**src/rtl/phy_pwr_pkg.sv**
```systemverilog
package phy_pwr_pkg;

    typedef enum logic [4:0] {
        S_IDLE,
        S_BR_RST,
        S_BR_SEL,
        S_BR_LANE,
        S_BR_WLOCK,
        S_BR_W1A,
        S_BR_W1S,
        S_BR_W2A,
        S_BR_W2S,
        S_BR_WOUT,
        S_BR_RESEL,
        S_BR_WRELOCK,
        S_FAIL,
        S_JOIN,
        S_LEAVE,
        S_RESP
    } seq_state_t;

    // configuration-port constants used by the bring-up
    localparam int PLL_REG_ADDR  = 'h10;
    localparam int CLK_REG_ADDR  = 'h12;
    localparam int RATE_SEL_DATA = 'h8;

endpackage

```
**src/rtl/lane_arb.sv**
```systemverilog
module lane_arb #(
    parameter int NUM_LANES = 4,
    localparam int LW = (NUM_LANES > 1) ? $clog2(NUM_LANES) : 1
) (
    input  logic                 clk,
    input  logic                 rst_n,
    input  logic [NUM_LANES-1:0] on_req,
    input  logic [NUM_LANES-1:0] off_req,
    output logic                 gnt_valid,
    output logic [LW-1:0]        gnt_lane,
    output logic                 gnt_on
);

    // lowest index wins; scan from the top so the lowest overwrites last
    always_comb begin
        gnt_valid = 1'b0;
        gnt_lane  = '0;
        gnt_on    = 1'b0;
        for (int i = NUM_LANES - 1; i >= 0; i--) begin
            if (on_req[i] || off_req[i]) begin
                gnt_valid = 1'b1;
                gnt_lane  = LW'(i);
                gnt_on    = on_req[i];
            end
        end
    end

    AST_ARB_LEGAL: assert property (@(posedge clk) disable iff (!rst_n)
        gnt_valid |-> ((on_req[gnt_lane] || off_req[gnt_lane]) &&
                       (gnt_on == on_req[gnt_lane])))
        else $error("grant to a lane without request");

endmodule

```
**src/rtl/seq_timer.sv**
```systemverilog
module seq_timer #(
    parameter int TIMEOUT_CYC = 1000,
    parameter int POLL_CYC    = 20,
    localparam int BW = $clog2(TIMEOUT_CYC + 1),
    localparam int PW = (POLL_CYC > 1) ? $clog2(POLL_CYC) : 1
) (
    input  logic clk,
    input  logic rst_n,
    input  logic budget_start,
    input  logic poll_restart,
    output logic poll_hit,
    output logic expired
);

    logic [BW-1:0] budget_cnt;
    logic [PW-1:0] poll_cnt;

    assign expired  = (budget_cnt == BW'(TIMEOUT_CYC));
    assign poll_hit = (poll_cnt == '0);

    always_ff @(posedge clk) begin
        if (!rst_n) begin
            budget_cnt <= '0;
        end else if (budget_start) begin
            budget_cnt <= '0;
        end else if (!expired) begin
            budget_cnt <= budget_cnt + 1'b1;
        end
    end

    always_ff @(posedge clk) begin
        if (!rst_n || poll_restart) begin
            poll_cnt <= '0;
        end else if (poll_cnt == PW'(POLL_CYC - 1)) begin
            poll_cnt <= '0;
        end else begin
            poll_cnt <= poll_cnt + 1'b1;
        end
    end

    AST_BUDGET_HOLD: assert property (@(posedge clk) disable iff (!rst_n)
        (expired && !budget_start) |=> expired)
        else $error("budget expiry not held");

    AST_POLL_RANGE: assert property (@(posedge clk) disable iff (!rst_n)
        (int'(poll_cnt) < POLL_CYC))
        else $error("poll counter out of range");

endmodule

```
**src/rtl/phy_pwr_seq.sv**
```systemverilog
module phy_pwr_seq
    import phy_pwr_pkg::*;
#(
    parameter int NUM_LANES   = 4,
    parameter int TIMEOUT_CYC = 1000,
    parameter int POLL_CYC    = 20,
    parameter int CFG_AW      = 6,
    parameter int CFG_DW      = 4,
    localparam int LW = (NUM_LANES > 1) ? $clog2(NUM_LANES) : 1,
    localparam int CW = $clog2(NUM_LANES + 1)
) (
    input  logic                 clk,
    input  logic                 rst_n,
    input  logic [NUM_LANES-1:0] on_req,
    input  logic [NUM_LANES-1:0] off_req,
    input  logic                 pll_locked,
    input  logic                 pll_out_pending,
    output logic [NUM_LANES-1:0] done,
    output logic [NUM_LANES-1:0] err,
    output logic                 phy_rst,
    output logic [NUM_LANES-1:0] lane_idle,
    output logic [CFG_AW-1:0]    cfg_addr,
    output logic [CFG_DW-1:0]    cfg_data,
    output logic                 cfg_wr,
    output logic [CW-1:0]        user_cnt
);

    localparam logic [CFG_AW-1:0] ADDR_PLL = CFG_AW'(PLL_REG_ADDR);
    localparam logic [CFG_AW-1:0] ADDR_CLK = CFG_AW'(CLK_REG_ADDR);
    localparam logic [CFG_DW-1:0] DATA_SEL = CFG_DW'(RATE_SEL_DATA);
    localparam logic [CW-1:0]     CNT_MAX  = CW'(NUM_LANES);

    seq_state_t state, nstate;

    logic          gnt_valid, gnt_on;
    logic [LW-1:0] gnt_lane;
    logic [LW-1:0] cur_lane;
    logic          resp_err;
    logic          budget_start, poll_restart, poll_hit, expired;

    lane_arb #(.NUM_LANES(NUM_LANES)) u_arb (
        .clk       (clk),
        .rst_n     (rst_n),
        .on_req    (on_req),
        .off_req   (off_req),
        .gnt_valid (gnt_valid),
        .gnt_lane  (gnt_lane),
        .gnt_on    (gnt_on)
    );

    seq_timer #(.TIMEOUT_CYC(TIMEOUT_CYC), .POLL_CYC(POLL_CYC)) u_tmr (
        .clk          (clk),
        .rst_n        (rst_n),
        .budget_start (budget_start),
        .poll_restart (poll_restart),
        .poll_hit     (poll_hit),
        .expired      (expired)
    );

    // state register
    always_ff @(posedge clk) begin
        if (!rst_n) state <= S_IDLE;
        else        state <= nstate;
    end

    // next-state logic
    always_comb begin
        nstate = state;
        unique case (state)
            S_IDLE: begin
                if (gnt_valid) begin
                    if (gnt_on) nstate = (user_cnt == '0) ? S_BR_RST : S_JOIN;
                    else        nstate = (user_cnt == '0) ? S_RESP : S_LEAVE;
                end
            end
            S_BR_RST:   nstate = S_BR_SEL;
            S_BR_SEL:   nstate = S_BR_LANE;
            S_BR_LANE:  nstate = S_BR_WLOCK;
            S_BR_WLOCK: begin
                if (poll_hit && pll_locked) nstate = S_BR_W1A;
                else if (expired)           nstate = S_FAIL;
            end
            S_BR_W1A:   nstate = S_BR_W1S;
            S_BR_W1S:   nstate = S_BR_W2A;
            S_BR_W2A:   nstate = S_BR_W2S;
            S_BR_W2S:   nstate = S_BR_WOUT;
            S_BR_WOUT: begin
                if (poll_hit && !pll_out_pending) nstate = S_BR_RESEL;
                else if (expired)                 nstate = S_FAIL;
            end
            S_BR_RESEL: nstate = S_BR_WRELOCK;
            S_BR_WRELOCK: begin
                if (poll_hit && pll_locked) nstate = S_RESP;
                else if (expired)           nstate = S_FAIL;
            end
            S_FAIL:     nstate = S_RESP;
            S_JOIN:     nstate = S_RESP;
            S_LEAVE:    nstate = S_RESP;
            S_RESP:     nstate = S_IDLE;
            default:    nstate = S_IDLE;
        endcase
    end

    // outputs decoded from the state
    always_comb begin
        cfg_wr       = 1'b0;
        done         = '0;
        err          = '0;
        budget_start = 1'b0;
        poll_restart = 1'b0;
        unique case (state)
            S_IDLE:     budget_start = 1'b1;
            S_BR_LANE,
            S_BR_W2S,
            S_BR_RESEL: begin
                poll_restart = 1'b1;
                cfg_wr       = (state == S_BR_W2S);
            end
            S_BR_W1S:   cfg_wr = 1'b1;
            S_RESP: begin
                if (resp_err) err[cur_lane]  = 1'b1;
                else          done[cur_lane] = 1'b1;
            end
            default: ;
        endcase
    end

    // held controls and the user count
    always_ff @(posedge clk) begin
        if (!rst_n) begin
            phy_rst   <= 1'b1;
            lane_idle <= '1;
            cfg_addr  <= '0;
            cfg_data  <= '0;
            user_cnt  <= '0;
            cur_lane  <= '0;
            resp_err  <= 1'b0;
        end else begin
            unique case (state)
                S_IDLE: begin
                    if (gnt_valid) begin
                        cur_lane <= gnt_lane;
                        resp_err <= !gnt_on && (user_cnt == '0);
                        if (gnt_on && user_cnt != CNT_MAX) user_cnt <= user_cnt + 1'b1;
                    end
                end
                S_BR_RST:   phy_rst <= 1'b0;
                S_BR_SEL:   cfg_addr <= ADDR_PLL;
                S_BR_LANE:  lane_idle[cur_lane] <= 1'b0;
                S_BR_W1A: begin
                    cfg_addr <= ADDR_PLL;
                    cfg_data <= DATA_SEL;
                end
                S_BR_W2A: begin
                    cfg_addr <= ADDR_CLK;
                    cfg_data <= DATA_SEL;
                end
                S_BR_RESEL: cfg_addr <= ADDR_PLL;
                S_FAIL: begin
                    phy_rst             <= 1'b1;
                    lane_idle[cur_lane] <= 1'b1;
                    user_cnt            <= user_cnt - 1'b1;
                    resp_err            <= 1'b1;
                end
                S_JOIN:     lane_idle[cur_lane] <= 1'b0;
                S_LEAVE: begin
                    lane_idle[cur_lane] <= 1'b1;
                    user_cnt            <= user_cnt - 1'b1;
                    if (user_cnt == CW'(1)) phy_rst <= 1'b1;
                end
                default: ;
            endcase
        end
    end

    AST_CNT_LIMIT: assert property (@(posedge clk) disable iff (!rst_n)
        user_cnt <= CNT_MAX)
        else $error("user count above lane count");

    AST_CNT_STEP: assert property (@(posedge clk) disable iff (!rst_n)
        (user_cnt == $past(user_cnt)) || (user_cnt == $past(user_cnt) + 1'b1) ||
        (user_cnt == $past(user_cnt) - 1'b1))
        else $error("user count jumped");

    AST_RST_MATCH: assert property (@(posedge clk) disable iff (!rst_n)
        (state == S_IDLE) |-> (phy_rst == (user_cnt == '0)))
        else $error("reset does not match user count");

    AST_ONE_RESP: assert property (@(posedge clk) disable iff (!rst_n)
        $onehot0({done, err}))
        else $error("more than one response bit");

    AST_WR_LEGAL: assert property (@(posedge clk) disable iff (!rst_n)
        cfg_wr |-> ((cfg_data == DATA_SEL) &&
                    ((cfg_addr == ADDR_PLL) || (cfg_addr == ADDR_CLK))))
        else $error("illegal configuration write");

    AST_OFF_ZERO: assert property (@(posedge clk) disable iff (!rst_n)
        (state == S_IDLE && gnt_valid && !gnt_on && user_cnt == '0)
            |=> (user_cnt == '0 && phy_rst && $stable(lane_idle)))
        else $error("power-off at zero changed state");

endmodule

```
**config.mk**
```make
export PLATFORM = sky130hd
export DESIGN_NAME = phy_pwr_seq
export DESIGN_NICKNAME = d
export VERILOG_FILES = /design/src/rtl/phy_pwr_pkg.sv /design/src/rtl/lane_arb.sv /design/src/rtl/seq_timer.sv /design/src/rtl/phy_pwr_seq.sv
export SDC_FILE = /design/constraint.sdc
export NUM_CORES = 1
export LEC_CHECK = 0
export BUFFER_PORTS_ARGS = -buffer_cell sky130_fd_sc_hd__buf_2
export CORE_MARGIN = 3
export CORE_UTILIZATION = 56
export CTS_CLUSTER_DIAMETER = 80
export DETAILED_ROUTE_END_ITERATION = 6
export PLACE_DENSITY = 0.81
export SLEW_MARGIN = 20
export SYNTH_ARGS = -nofsm -noshare
export SYNTH_HDL_FRONTEND = slang
export SYNTH_HIERARCHICAL = 1
export SYNTH_SLANG_ARGS = --single-unit
```
**constraint.sdc**
```tcl
create_clock -name clk -period 2.6 [get_ports clk]
set_clock_uncertainty 0.2 [all_clocks]
set_input_delay 0.52 -clock clk [delete_from_list [all_inputs] [get_ports clk]]
set_output_delay 0.52 -clock clk [all_outputs]
set_load 0.05 [all_outputs]
```
-- After elaboration in Yosys (flattened, before gate mapping)
Cells that the tools add are included.
W data, S select, Z words.
- add/sub/neg operators: 4
- multiply operators: 0
- divide/modulo/power cells: 0
- magnitude comparators: 2
- eq/ne operators: 22
- shifts and indexed selects: 0
- mux-type cells: 39
- bitwise logic cells: 4
- reductions and logical operators: 33
- operator list (cell ; number):
    $pmux W5 S13 ; 1
    $eq A5 B4 Y1 const B ; 8
    $mux W5 ; 5
    $mux W4 ; 6
    $eq A5 B3 Y1 const B ; 4
    $mux W1 ; 14
    $pmux W6 S2 ; 1
    $add A10 B1 Y10 const B ; 1
    $eq A10 B10 Y1 const B ; 1
    $eq A5 B2 Y1 const B ; 2
    $logic_not A5 Y1 ; 2
    $reduce_or A2 Y1 ; 5
    $reduce_or A3 Y1 ; 3
    $mux W2 ; 4
    $pmux W4 S2 ; 1
    $reduce_bool A2 Y1 ; 4
    $mux W3 ; 2
    $ne A2 B2 Y1 const B ; 3
    $pmux W3 S2 ; 1
    $reduce_and A2 Y1 ; 3
    $add A5 B1 Y5 const B ; 1
    $eq A5 B1 Y1 const B ; 1
    $eq A5 B5 Y1 const B ; 1
    $logic_and A1 B1 Y1 ; 5
    18 further kinds ; 25
- register bits: 38
- latch bits: 0
- memory bits (writable): 0
- memory bits (read-only): 0
- input bits: 12
- output and inout bits: 27
- memories: 0

-- Logic depth before layout (Yosys ltp)
Gate-level depths: netlist of run 1.
- word-level depth: 9
- gate-level depth with buffers: 7
- gate-level depth less buffers: 7

-- By module
Netlist of run 1, hierarchy kept.
- by module, submodules not included (module ; instances ; cells an instance ; area each (µm²) ; seq. area each (µm²)):
    phy_pwr_seq ; 1 ; 171 ; 1335.0 ; 380.4
    seq_timer ; 1 ; 83 ; 748.2 ; 300.3
    lane_arb ; 1 ; 13 ; 75.1 ; 0.0

-- Worst setup path after synthesis of run 1
Ideal clock, no wire load.
- path type: register to output
- from: register state[3]
- to: output done[0]
- arrival: 2184 ps
- data required time: 1880 ps
- setup slack: -304 ps
- stages on the path, launching flop included: 6
- path buffers: 2
- cells stage by stage: dfxtp_1 -> buf_2 -> buf_2 -> nor2b_1 -> nand4b_1 -> nor3_1
- cells in the longest elaborated chain, start to end: 2
- RTL lines (what ; line ; RTL):
    from (decl) ; phy_pwr_seq.sv:33 ; seq_state_t state, nstate;
    from (signal assigned) ; phy_pwr_seq.sv:63 ; else state <= nstate;
    $eq A5 B4 Y1 ; phy_pwr_seq.sv:111 ; unique case (state)
    $mux W4 ; phy_pwr_seq.sv:111 ;
    to (decl) ; phy_pwr_seq.sv:18 ; output logic [NUM_LANES-1:0] done,
Every way passes these cells.

-- Worst setup path in the final report of run 1
- from: register state[3]
- to: output err[0]
- cells in the longest elaborated chain, start to end: 2
- RTL lines (what ; line ; RTL):
    $eq A5 B4 Y1 ; phy_pwr_seq.sv:111 ;
    $mux W4 ; phy_pwr_seq.sv:111 ;
    to (decl) ; phy_pwr_seq.sv:19 ; output logic [NUM_LANES-1:0] err,
Every way passes these cells.

==> impl_results.md, run 1 <==
* Final Instance Area at 2420 um^2
* Peak supply drop at roughly 0.00030 V
* Critical path, cell by cell: nor2b_1, nand4_1, nor3_2, buf_2
* Die area at roughly 4600 um^2
* Clock tree root driver cell: clkbuf_8
* Die height at 68.1 um
* Reg-to-reg endpoint: state[2]
* Final RePlAce weighted congestion at around 0.89
* Final Util at 0.687
* CTS tree: yes
* Horiz. Die Dim at 68.1 um
* WL final at between 4 and 5 mm
* Core Region at between 3000 and 4000 um^2
* Vias in the first global route at ~1800
* Initial antenna violation count at 0
* Synthesis-to-finish area growth at 12.1%
* Final Setup Violations at 0
* MaxCap Viol Count at 0
* Max-slew violations at 0
* CTS clk-pin slew, worst paths at 0.06 ns
* Initial drt markers at between 100 and 150
* CTS max path bufs at 2
* Placed cell area at 2340 um^2
* Tot Pwr at 1.14 mW
* Top FF cell, synth: dfxtp_1
* Yosys cell types at 65
* IO Pins at 39
* Syn_area_per_cell at roughly 8.1 um^2
* Largest stage delay on the critical path at 0.33 ns
* Via count at between 1500 and 2000
* Clock insertion delay at the later pin of the skew report at between 0.2 and 0.3 ns
* Yosys warns at 6
* Worst Path Class, Setup: flip-flop to primary output
* Register area at between 600 and 700 um^2
* Gate Count Post-Synth at around 270
* Hold Startpoint: cfg_addr[4]
* Share of post-route cells with drive strength above 1 at 0.204
* Cts bufs inserted at 5
* Antenna Nets Post-Route at 0
* First-pass GRT wire length at between 7 and 8 mm
* WP data arrival at 1.60 ns
* Non-filler cells, final at ~350
* Crit start category: flip-flop
* PortBufs at 31
* Setup TNS at 0 ns
* Hold WC Path Type: flip-flop to flip-flop
* Cell Rows at 21
* DR WL/cell at about 13 um
* H-tree levels at 2
* RSZ-0062 raised after global routing: false
* Status: complete, no violations
* Grt total ovfl at 0
* Worst Path Max Fanout at 4
* Fmax at 430 MHz
* Critical Path RT at 1.88 ns
* CTS resizes at 0
* Vias per inst at about 5.8
* Total Routing Usage GR at 0.212
* RR Startpoint: u_tmr/budget_cnt[0]
* Post-CTS setup buffer count at 0
* Cell depth of the worst hold path at 1
* Fin nets at between 300 and 400
* R2R Setup Slk at roughly 0.49 ns
* Hold_buf cts at 0
* Critical Path Start: state[3]
* Largest net degree at the start of global routing at 20
* Placed cells at roughly 340
* Register area share after synthesis at 0.315
* Crit path time final at 2.32 ns
* DRT Pass-1 Iters at 4
* #FFs+latches synth at 34
* HPWL after DPL at approximately 3.3 mm
* Initial core utilization at 0.613
* Critical path capture point type: primary output
* Mapped cell area at approximately 2200 um^2
* Hold Path End: cfg_addr[4]
* Clock Sink Count at 34
* N_diodes at 0
* Layout fillers at 297
* Post-placement setup slack at slightly above 0.4 ns
* DRC viols at 0
* Final hold viol count at 0
* Tcrit/Tclk final at 0.894
* Hold Slack at 0.266 ns
* EDFF count, synth at 0
* Worst setup margin at about 0.28 ns
* Pwr dens at between 400 and 500 nW/um^2
* Worst r2r path cells at 7
* Ys async rst share at 0
* P_leak at about 0.97 nW
* CP max stage cell: dfxtp_1
* Multi-input logic area at between 1000 and 1500 um^2
==> power by group <==
group	internal (mW)	switching (mW)
Combinational	0.0800	0.145
Clock	0.184	0.176
Sequential	0.540	0.0191
Total	0.804	0.339
==> critical path: cells and delay by family, from the launching register on <==
family | cells | cell delay [ns]
buffers and inverters | 1 | 0.29
flip-flops | 1 | 0.33
AND/OR/NAND/NOR | 3 | 0.71
==> cells in the final DEF, fill, tap and decap left out, drive strengths merged, types with 2 or more instances in the layout <==
cell     count
o211ai       6
a21oi       21
nor2        24
or2b         2
ha           8
conb         8
a211o        2
o311ai       2
o31ai        9
inv         18
a31oi        3
or3          3
dfxtp       34
or4          3
nand3       12
nor2b        9
a21boi       2
nand2b       4
mux2i        3
xor2         3
nor3b        2
clkbuf       7
xnor2        2
nor3         9
mux2         3
nand4b       3
o21ai        9
nand4bb      2
buf         39
nand4        6
nand2       19
==> cells in the mapped netlist, types with 3 or more instances <==
library cell  instances  area, um^2
nand3_1              12        60.1
nor2_1               23        86.3
ha_1                  8         100
o211ai_1              6        45.0
xor2_1                3        26.3
a21oi_1              21         105
nor3_1                8        40.0
nor2b_1               9        56.3
nand4b_1              3        26.3
buf_4                 7        52.6
o31ai_1               9        67.6
nand2b_1              4        25.0
buf_2                 6        30.0
nand2_1              19        71.3
or4_1                 3        22.5
mux2_2                3        33.8
nand4_1               5        31.3
a31oi_1               3        18.8
dfxtp_1              34         681
inv_1                17        63.8
o21ai_0               8        40.0
mux2i_1               3        30.0
clkbuf_1              4        15.0
==> final cells by class <==
class,count,area share
multi-input cells,201,0.547
flip-flops and latches,34,0.281
repair buffers,39,0.0889
clock buffers,7,0.0315
inverters,18,0.0279
well taps,46,0.0238
==> cells by family (layout without fill, tap and decap cells) <==
kind of cell    after synthesis  count (layout)  synth area share
fa+ha+maj                     8               8            0.0464
other cells                   1               8           0.00174
flops                        34              34             0.315
xor+xnor                      5               5            0.0203
compound gates               65              65             0.201
simple gates                109             109             0.295
buf+inv                      39              64            0.0910
mux                           6               6            0.0296
==> worst max path at each step <==
stage                        to  slack, ns  cells past startpoint
CTS                      err[0]       0.26                      4
detailed placement  user_cnt[1]       0.41                      8
floorplan               done[1]       0.06                      5
finish                   err[0]       0.28                      4
global route             err[0]       0.17                      4
global placement    user_cnt[1]       0.48                      8
==> routing by layer <==
layer	up-vias	global-route usage	wire length [um]	share of wire
li1	1008	-	-	-
met1	931	0.264	2110	0.46
met2	51	0.362	2180	0.47
met3	7	0.0394	254	0.055
met4	0	0.0769	59	0.013
met5	-	0	0	0
(Power assumes the default switching activity.)
==> inputs of run 2 (changes only) <==
Settings changed: CORE_UTILIZATION 56 to 50, PLACE_DENSITY 0.81 to 0.77.
Clock period 2.6 ns to 1.9 ns, I/O delays scaled along.
==> run 2 against run 1 <==
The run now ends with negative setup slack left; via count grew 11%; critical path depth grew 1; first-iteration DRC count grew 68%; clock-buffer cell count is the same; register-to-register slack lost 0.47 ns; largest cell class unchanged; core utilization grew 3.5 points; setup slack lost 0.41 ns; routed wire length grew 29%; critical path type unchanged.
==> impl_results.md, run 2 (synthesized netlist as in run 1, its figures left out) <==
* Status: complete, but fails checks
* Failing checks: negative setup slack
* Core Region at 4090 um^2
* Post-placement setup slack at -0.0450 ns
* DR WL/cell at approximately 15 um
* Final RePlAce weighted congestion at roughly 0.89
* Pwr dens at around 580 nW/um^2
* WP data arrival at roughly 1.5 ns
* Worst Path Max Fanout at 3
* Total Routing Usage GR at 0.236
* Vias in the first global route at around 2100
* First-pass GRT wire length at ~9.6 mm
* IO Pins at 39
* Critical path capture point type: primary output
* Final Instance Area at slightly below 3000 um^2
* CTS clk-pin slew, worst paths at ~0.070 ns
* WL final at about 5.9 mm
* Worst Path Class, Setup: flip-flop to primary output
* Hold Slack at about 0.23 ns
* R2R Setup Slk at 0.02 ns
* Clock insertion delay at the later pin of the skew report at between 0.2 and 0.3 ns
* Initial drt markers at roughly 170
* P_leak at between 1 and 1.5 nW
* CTS tree: yes
* Worst setup margin at -0.132 ns
* Final hold viol count at 0
* Crit start category: flip-flop
* Fmax at around 490 MHz
* Final Setup Violations at 8
* Crit path time final at between 2 and 2.5 ns
* Max-slew violations at 0
* Clock Sink Count at 34
* DRT Pass-1 Iters at 4
* Initial antenna violation count at 0
* Setup TNS at -0.571 ns
* Vias per inst at 5.70
* N_diodes at 0
* Met2 Usage GRT at 0.394
* Cell Rows at 23
* PortBufs at 31
* HPWL after DPL at 4.05 mm
* MaxCap Viol Count at 0
* Die height at between 70 and 80 um
* Horiz. Die Dim at about 72 um
* Antenna Nets Post-Route at 0
* Fin nets at between 300 and 400
* Share of post-route cells with drive strength above 1 at 0.370
* Global route hottest layer: met2
* Hold WC Path Type: input pin to flip-flop
* Clock tree root driver cell: clkbuf_8
* Most frequent cells in the layout: buf_4, dfxtp_1, buf_2
* DRC viols at 0
* Die area at between 5000 and 6000 um^2
* Cts bufs inserted at 5
* Tot Pwr at between 1.5 and 2 mW
* Most common cell after layout, fill and taps aside: buf_4
* Synthesis-to-finish area growth at 36.7%
* Initial core utilization at 0.528
* Largest net degree at the start of global routing at 20
* Tcrit/Tclk final at 1.07
* CTS max path bufs at 2
* H-tree levels at 2
* RSZ-0062 raised after global routing: true
* Grt total ovfl at 0
* Met3 GRT Util at 0.0603
* Placed cell area at between 2000 and 3000 um^2
* Layout fillers at roughly 300
* Critical Path RT at around 1.3 ns
* Met1 usage at 0.291
* Via count at between 2000 and 2500
* Peak supply drop at around 0.00037 V
[run 2: worst max-delay path: stages, from the launching register on]
cell and delay (ns):
dfxtp_2 0.33, nor2b_4 0.16, nand4b_1 0.17, buf_4 0.19
nor3_4 0.12, buf_6 0.18
[run 2: final cells by class]
type	instances	area, um^2	area share
flip-flops and latches	34	692	0.235
inverters	18	67.6	0.0229
well taps	50	62.6	0.0212
multi-input cells	201	1440	0.487
clock inverters	1	5.00	0.00170
repair buffers	77	599	0.203
clock buffers	7	86.3	0.0293
[run 2: through the flow]
stage / cells / util
final: 388 / 0.722
after global routing: 388 / 0.722
after CTS: 379 / 0.694
after detailed placement: 369 / 0.649
after global placement: 369 / 0.649
after floorplan: 274 / -
[run 2: final timing paths]
check | startpoint | endpoint | cells after the start
min reg2reg | u_tmr/poll_cnt[0] | u_tmr/poll_cnt[0] | 1
max | state[3] | done[0] | 5
min | pll_locked | state[0] | 3
max reg2reg | state[3] | u_tmr/poll_cnt[4] | 7
[run 2: where the power goes]
part | internal, mW | switching [mW]
registers | 0.739 | 0.0257
clock network | 0.293 | 0.277
logic | 0.157 | 0.226
[run 2: repair_timing]
action,in CTS,in global routing
gates resized for setup,30,11
pin swaps,7,13
cloned,0,0
hold buffers,0,0
endpoints found under the setup margin,9,23
setup buffers,3,10
[run 2: layer usage]
layer | up-vias | wire [um]
li1 | 1090 | -
met1 | 1019 | 2530
met2 | 94 | 2890
met3 | 9 | 431
met4 | 0 | 98
met5 | - | 0
==> inputs of run 3 (changes only) <==
Settings changed: CORE_UTILIZATION 50 to 45, PLACE_DENSITY 0.77 to 0.7.
==> run 3 against run 2 <==
Routed wire length fell by 5.4%; final cell count rose by 1.0%; the flow still finishes with violations (negative setup slack); worst hold slack worse by 0.034 ns; clock power fell by 1%; critical path type unchanged.
==> impl_results.md, run 3 (synthesized netlist as in run 1, its figures left out) <==
* Share of post-route cells with drive strength above 1 at 0.391
* Most frequent cells in the layout: buf_4, dfxtp_1, buf_2
* Worst path bufs/invs at 3
* Vias in the first global route at 1944
* Vias per inst at between 5 and 6
* IO Pins at 39
* Critical Path Start: state[1]
* Critical path, cell by cell: nand2_2, inv_2, nand4_1, buf_6, nor2_4, buf_8
* Most common cell after layout, fill and taps aside: buf_4
* First-pass GRT wire length at ~9 mm
* Critical Path RT at 1.32 ns
* Multi-input logic area at between 1000 and 1500 um^2
* Register area at roughly 700 um^2
* Final hold viol count at 0
* Placed cells at 371
* Clock Sink Count at 34
* Grt total ovfl at 0
* Core Region at approximately 4500 um^2
* P_leak at 1.20 nW
* WP data arrival at around 1.5 ns
* Crit start category: flip-flop
* Pwr dens at around 580 nW/um^2
* Worst Path Class, Setup: flip-flop to primary output
* Initial core utilization at 0.479
* Cell Rows at 24
* Total Routing Usage GR at 0.202
* Met1 WL at roughly 2.5 mm
* Largest stage delay on the critical path at about 0.35 ns
* Via count at 2174
* Met2 WL post-DR at 2.65 mm
* CTS tree: yes
* CP max stage cell: dfxtp_2
* Largest net degree at the start of global routing at 20
* Layout fillers at 375
* MaxCap Viol Count at 0
* DRT Pass-1 Iters at 4
* Setup TNS at -0.678 ns
* Initial antenna violation count at 0
* Die height at around 75 um
* R2R Setup Slk at approximately 0.02 ns
* Final RePlAce weighted congestion at 0.877
* Horiz. Die Dim at approximately 75 um
* WL final at around 5.6 mm
* Crit-path leading delay family: buffers and inverters
* Hold Startpoint: rst_n
* Clock tree root driver cell: clkbuf_8
* N_diodes at 0
* Hold WC Path Type: input pin to flip-flop
* Cts bufs inserted at 5
* Antenna Nets Post-Route at 0
* RR Startpoint: state[0]
* Worst setup margin at -0.132 ns
* Crit path time final at between 2 and 2.5 ns
* H-tree levels at 2
* Final Util at 0.660
* Highest Signal Layer: met4
* Failing checks: negative setup slack
* Die area at approximately 5700 um^2
* Clock insertion delay at the later pin of the skew report at 0.28 ns
* Non-filler cells, final at between 300 and 400
* Synthesis-to-finish area growth at 37.8%
* Worst Path Max Fanout at 3
* CTS max path bufs at 2
* Critical path capture point type: primary output
* Fmax at roughly 490 MHz
* DRC viols at 0
* Status: complete, but fails checks
* DR WL/cell at between 10 and 15 um
* Peak supply drop at between 0.0003 and 0.0004 V
* RSZ-0062 raised after global routing: true
* PortBufs at 31
* Met3 routed WL at roughly 340 um
* Tcrit/Tclk final at 1.07
* Final Setup Violations at 9
* CTS clk-pin slew, worst paths at approximately 0.070 ns
* Initial drt markers at 132
* Fin nets at around 360
* Max-slew violations at 0
* HPWL after DPL at about 4 mm
## run 3: routing by layer
layer / GRT usage / vias to the layer above
met5: 0 / -
met4: 0.0602 / 0
li1: - / 1094
met3: 0.0401 / 10
met1: 0.272 / 995
met2: 0.329 / 75
## run 3: timing repair
item                                    4_1_cts  5_1_grt
pin swaps                                     6       12
endpoints found under the setup margin        9       15
gates resized for setup                      27       21
setup buffers                                 6        8
gates cloned                                  0        0
hold buffers                                  0        0
## run 3: cell type report
type / instances / share of cell area
Clock inverter: 2 / 0.00421
Clock buffer: 6 / 0.0278
Multi-Input combinational cell: 201 / 0.487
Timing Repair Buffer: 79 / 0.202
Tap cell: 52 / 0.0219
Inverter: 18 / 0.0227
Sequential cell: 34 / 0.234
## run 3: stage by stage
step                power, mW  setup slack (ns)  hold slack, ns  instance area [um^2]
floorplan                1.04            -0.333           0.230                  2300
global placement         1.13          -0.00420           0.241                  2640
detailed placement       1.13           -0.0659           0.248                  2640
CTS                      1.71            -0.138           0.188                  2860
global route             1.81            -0.198           0.190                  2970
finish                   1.73            -0.132           0.196                  2970
## run 3: report_power, final
part           total, mW  internal [mW]  leakage (nW)  switching (mW)
registers          0.765          0.741         0.280          0.0249
clock network      0.563          0.291        0.0472           0.272
logic              0.402          0.172         0.871           0.229
## run 3: path summary, 6_finish.rpt
kind                                  end  depth (start not counted)
worst max-delay path               err[1]                          6
worst min-delay path            flip-flop                          2
worst max register to register   state[2]                          5
worst min register to register    phy_rst                          2
